==> src/rtl/phy_wr_bridge.sv <==
module phy_wr_bridge #(
  parameter int ADDR_W    = 6,
  parameter int DATA_W    = 8,
  parameter bit USE_READY = 1'b1
) (
  input  logic              clk,
  input  logic              rst,
  input  logic              reg_we,
  input  logic [31:0]       reg_wdata,
  output logic [31:0]       reg_rdata,
  output logic [ADDR_W-1:0] phy_addr,
  output logic [DATA_W-1:0] phy_wdata,
  output logic              phy_wr,
  input  logic              phy_ready
);
  localparam int DATA_LSB = 8;
  localparam int REQ_BIT  = 24;
  localparam int ACK_BIT  = 26;

  typedef enum logic [1:0] {S_IDLE, S_WRITE, S_ACK_HI, S_ACK_LO} st_t;

  st_t               st;
  logic [ADDR_W-1:0] f_addr;
  logic [DATA_W-1:0] f_data;
  logic              req_q;
  logic              strobe_q;
  logic              wr_done;

  wire start = reg_we && reg_wdata[REQ_BIT] && !req_q && (st == S_IDLE);

  generate
    if (USE_READY) begin : g_rdy
      assign wr_done = phy_ready;
    end else begin : g_nordy
      assign wr_done = 1'b1;
    end
  endgenerate

  always_ff @(posedge clk) begin
    if (rst) begin
      st        <= S_IDLE;
      f_addr    <= '0;
      f_data    <= '0;
      req_q     <= 1'b0;
      strobe_q  <= 1'b0;
      phy_addr  <= '0;
      phy_wdata <= '0;
    end else begin
      strobe_q <= start;
      if (reg_we) begin
        f_addr <= reg_wdata[ADDR_W-1:0];
        f_data <= reg_wdata[DATA_LSB +: DATA_W];
        req_q  <= reg_wdata[REQ_BIT];
      end
      if (start) begin
        phy_addr  <= reg_wdata[ADDR_W-1:0];
        phy_wdata <= reg_wdata[DATA_LSB +: DATA_W];
      end
      case (st)
        S_IDLE:   if (start)   st <= S_WRITE;
        S_WRITE:  if (wr_done) st <= S_ACK_HI;
        S_ACK_HI: if (!req_q)  st <= S_ACK_LO;
        default:               st <= S_IDLE;
      endcase
    end
  end

  always_comb begin
    reg_rdata                      = '0;
    reg_rdata[ADDR_W-1:0]          = f_addr;
    reg_rdata[DATA_LSB +: DATA_W]  = f_data;
    reg_rdata[REQ_BIT]             = req_q;
    reg_rdata[ACK_BIT]             = (st == S_ACK_HI);
  end

  assign phy_wr = strobe_q;
endmodule

==> config.mk <==
export PLATFORM = sky130hd
export DESIGN_NAME = phy_wr_bridge
export DESIGN_NICKNAME = d
export VERILOG_FILES = /design/src/rtl/phy_wr_bridge.sv
export SDC_FILE = /design/constraint.sdc
export NUM_CORES = 1
export LEC_CHECK = 0
export ABC_AREA = 0
export CAP_MARGIN = 15
export CORE_MARGIN = 2
export CORE_UTILIZATION = 37
export CTS_CLUSTER_DIAMETER = 30
export DETAILED_ROUTE_END_ITERATION = 7
export GPL_ROUTABILITY_DRIVEN = 1
export PLACE_DENSITY = 0.8
export SLEW_MARGIN = 20
export SYNTH_ARGS = -nofsm -noshare
export SYNTH_HDL_FRONTEND = slang
export SYNTH_SLANG_ARGS = --single-unit
==> constraint.sdc <==
create_clock -name clk -period 1.6 [get_ports clk]
set_clock_uncertainty 0.05 [all_clocks]
set_input_delay 0.48 -clock clk [delete_from_list [all_inputs] [get_ports clk]]
set_output_delay 0.48 -clock clk [all_outputs]
set_load 0.005 [all_outputs]
==> impl_results.md, run 1 <==
- Result of the run: complete, no violations
- Yosys warning count: 0
- Vias in the first global route: 1,044
- RR Endpoint: st[1]
- Via density: between 4 and 5
- Finish-stage setup viols: 0
- Fraction of power spent switching nets: 27.5%
- Critical register-to-register path startpoint: st[0]
- Kind of launch point of the worst setup path: input port
- Number of standard cells in the final layout excluding fillers: roughly 250
- Clock-pin slew of the registers on the worst-case setup and hold paths: 0.07 ns
- Async set-reset flop share out of synthesis: 0%
- Worst hold-check slack: 0.404 ns
- Hold path startpoint: phy_addr[1]
- Worst setup path category: in2reg
- Share of final-layout standard cells stronger than drive strength 1: between 10% and 20%
- Synthesized area per cell: roughly 9.4 µm²
- Iteration-0 DRC count of the detailed router: 52
- Number of placed cells counting well taps: 244
- Share of Yosys cell area claimed by the top area cell type: 46.5%
- Final GP Congestion: 0.697
- Largest net degree at the start of global routing: 16
- Dominant cell by count in the synthesized netlist: dfxtp_1
- PwrDens: roughly 1100 nW/µm²
- Worst-Skew Late Latency: approximately 0.27 ns
- Hold Path Depth: 2
- Ant. Diodes: 0
- Post-Synthesis Cells: between 100 and 150
- Total wire length: 2820 µm
- Netlist Area Pre-Place: ~1400 µm²
- First-pass GRT wire length: around 4800 µm
- Capturing element type of the critical path: flop
- CTS Hold Buffers Added: 0
- Post-route fraction of the period consumed by the critical path: between 90% and 100%
- Post-DP HPWL: 2100 µm
- Combinational share of power: approximately 25%
- Worst endpoint data arrival time: about 1.7 ns
- Avg WL per Cell: about 11 µm
- WHS Endpoint: phy_addr[1]
- Leakage power: 0.000949 µW
- Count of boundary I/O pins: 83
- Number of endpoints with negative hold slack in the final report: 0
- Input/output buffers: 49
- Post-CTS Repair Setup Buffers: 0
- RSZ-0062 raised after global routing: false
- Cell type contributing the most total cell area after synthesis: dfxtp_1
- Initial Utilization: between 30% and 40%
- CTS Buf Count: 5
- DIE AREA: 4230 µm²
- Number of flops mapped to enable cells by yosys: 0
- Count of unique library cells instantiated by Yosys: 21
- Vert. Die Dim: around 65 µm
- CTS tree: yes
- Number of nets in the finished design: ~240
- Clock network fraction of total power: a little under a third
- Design internal power: between 1000 and 1500 µW
- Chip width: ~65 µm
- Clock sinks: 32
- Post-route ant nets: 0
- Most numerous cell types in the synthesized netlist: dfxtp_1, nand2_1, buf_4, mux2i_1, nor2_1
- Final Slew Violations: 0
- Data required time of the critical path: ~1.7 ns
- Site Rows: 22
- NetSw: 564 µW
- Core ar.: 3630 µm²
- Area overhead of the layout relative to synthesis: 40.8%
- Top area cells in the synthesized netlist: dfxtp_1, mux2i_1, buf_4
- Max Cap Viol: 0
- DR vias: between 1,000 and 1,500
- Top FF cell, synth: dfxtp_1
- H-Tree Depth: 2
- Sequential fraction of the synthesis area: 46.5%
- Seq pwr share: ~45%
- Max clock buf depth: 2
- Peak clock frequency supported by timing: 658 MHz
- Total routing usage reported by global routing: approximately 15%
- Max rail drop VDD: between 0.0006 and 0.0007 V
- R2r worst-path depth: 5
- Number of synthesized register bits: 32
- Initial antenna violation count: 0
- Reg-to-reg setup timing slack: roughly 0.21 ns
- DRC violation count after routing: 0
- Detailed-router iteration count before antenna repair: 6
- Min-Delay Path Class: reg2reg
- Highest net fanout along the worst path: 4
- Sum of overflow across all layers after global routing: 0
- Clock root cell: clkbuf_8
- Final worst path period need: approximately 1.5 ns
[flip-flops by register name (all words and copies together), names as in the netlist]
signal,count
phy_wdata,8
req_q,1
f_addr,6
phy_wr,1
f_data,8
st,2
phy_addr,6
[placed cells by master (no fill, tap or decap), types with 6 or more instances in the layout]
| master | count |
|---|---|
| a21oi_2 | 10 |
| mux2i_1 | 16 |
| dfxtp_2 | 6 |
| buf_4 | 10 |
| clkdlybuf4s50_1 | 17 |
| nor2_1 | 16 |
| conb_1 | 16 |
| nand2_1 | 30 |
| dfxtp_1 | 26 |
| dlygate4sd2_1 | 30 |
| clkbuf_8 | 6 |
[metal layers]
metal,vias to the layer above,GRT usage [%],wire (µm)
met4,0,3.91,0
met3,0,5.90,167
met1,470,17.5,1280
met2,33,24.4,1370
li1,554,-,-
met5,-,0,0
[worst max-delay path: stages]
cell             delay (ns)
clkdlybuf4s50_1        0.52
nand3b_1               0.11
a221oi_2               0.33
mux2i_1                0.23
[power groups by stage]
stage                     sequential [µW]  combinational (µW)  clock [µW]
after global placement                935                 545           0
after detailed placement              937                 552           0
final                                 926                 507         617
after floorplan                       938                 324           0
after CTS                             926                 516         645
after global routing                  936                 572         685
[final cells by class]
type	instances	area, µm²
Sequential cell	32	648
Clock inverter	2	10.0
Fill cell	372	1690
Clock buffer	6	82.6
Timing Repair Buffer	59	526
Tap cell	48	60.1
Multi-Input combinational cell	102	604
Inverter	3	11.3
[what timing repair did]
| item | CTS | global route |
|---|---|---|
| setup endpoints to repair | 31 | 2 |
| gates cloned | 0 | 0 |
| pin swaps | 0 | 1 |
| resized for setup | 40 | 2 |
[per-stage QoR]
| step | power, µW | util, % | cell area, µm² | worst slack (ns) | TNS (ns) |
|---|---|---|---|---|---|
| after floorplan | 1260 | - | 1440 | 0.231 | 0 |
| after detailed placement | 1490 | 51.7 | 1880 | -0.218 | -3.85 |
| after global routing | 2190 | 53.4 | 1940 | 0.0133 | 0 |
| after CTS | 2090 | 53.5 | 1940 | 0.0296 | 0 |
| after global placement | 1480 | 51.7 | 1880 | -0.183 | -3.52 |
| final | 2050 | 53.4 | 1940 | 0.0808 | 0 |
[worst max-delay path by stage]
stage,from,to,depth (start not counted)
after floorplan,st[0],phy_addr[3],7
after detailed placement,reg_we,st[1],4
after CTS,st[0],reg_rdata[26],3
after global placement,reg_we,st[1],4
final,reg_wdata[24],st[1],4
after global routing,reg_wdata[24],st[1],4
[cells by family (layout without fill, tap and decap cells)]
logic type	Yosys count	after routing	synth area share (%)
AOI/OAI and AO/OA	16	16	9.62
adders and majority gates	3	3	2.72
buffers and inverters	28	70	14.0
DFF	32	32	46.5
muxes	16	16	11.6
other	1	16	0.272
and+or+nand+nor	51	51	15.3
Note: power is estimated with default switching activity, not from simulation.
==> run 2, diff against run 1 <==
--- a/config.mk
+++ b/config.mk
@@ -6,6 +6,7 @@
 export NUM_CORES = 1
 export LEC_CHECK = 0
 export ABC_AREA = 0
+export ABC_CLOCK_PERIOD_IN_PS = 1600
 export CAP_MARGIN = 15
 export CORE_MARGIN = 2
 export CORE_UTILIZATION = 37
==> results of run 2 <==
Same layout as run 1: the final DEF is identical, and so are final timing and power.
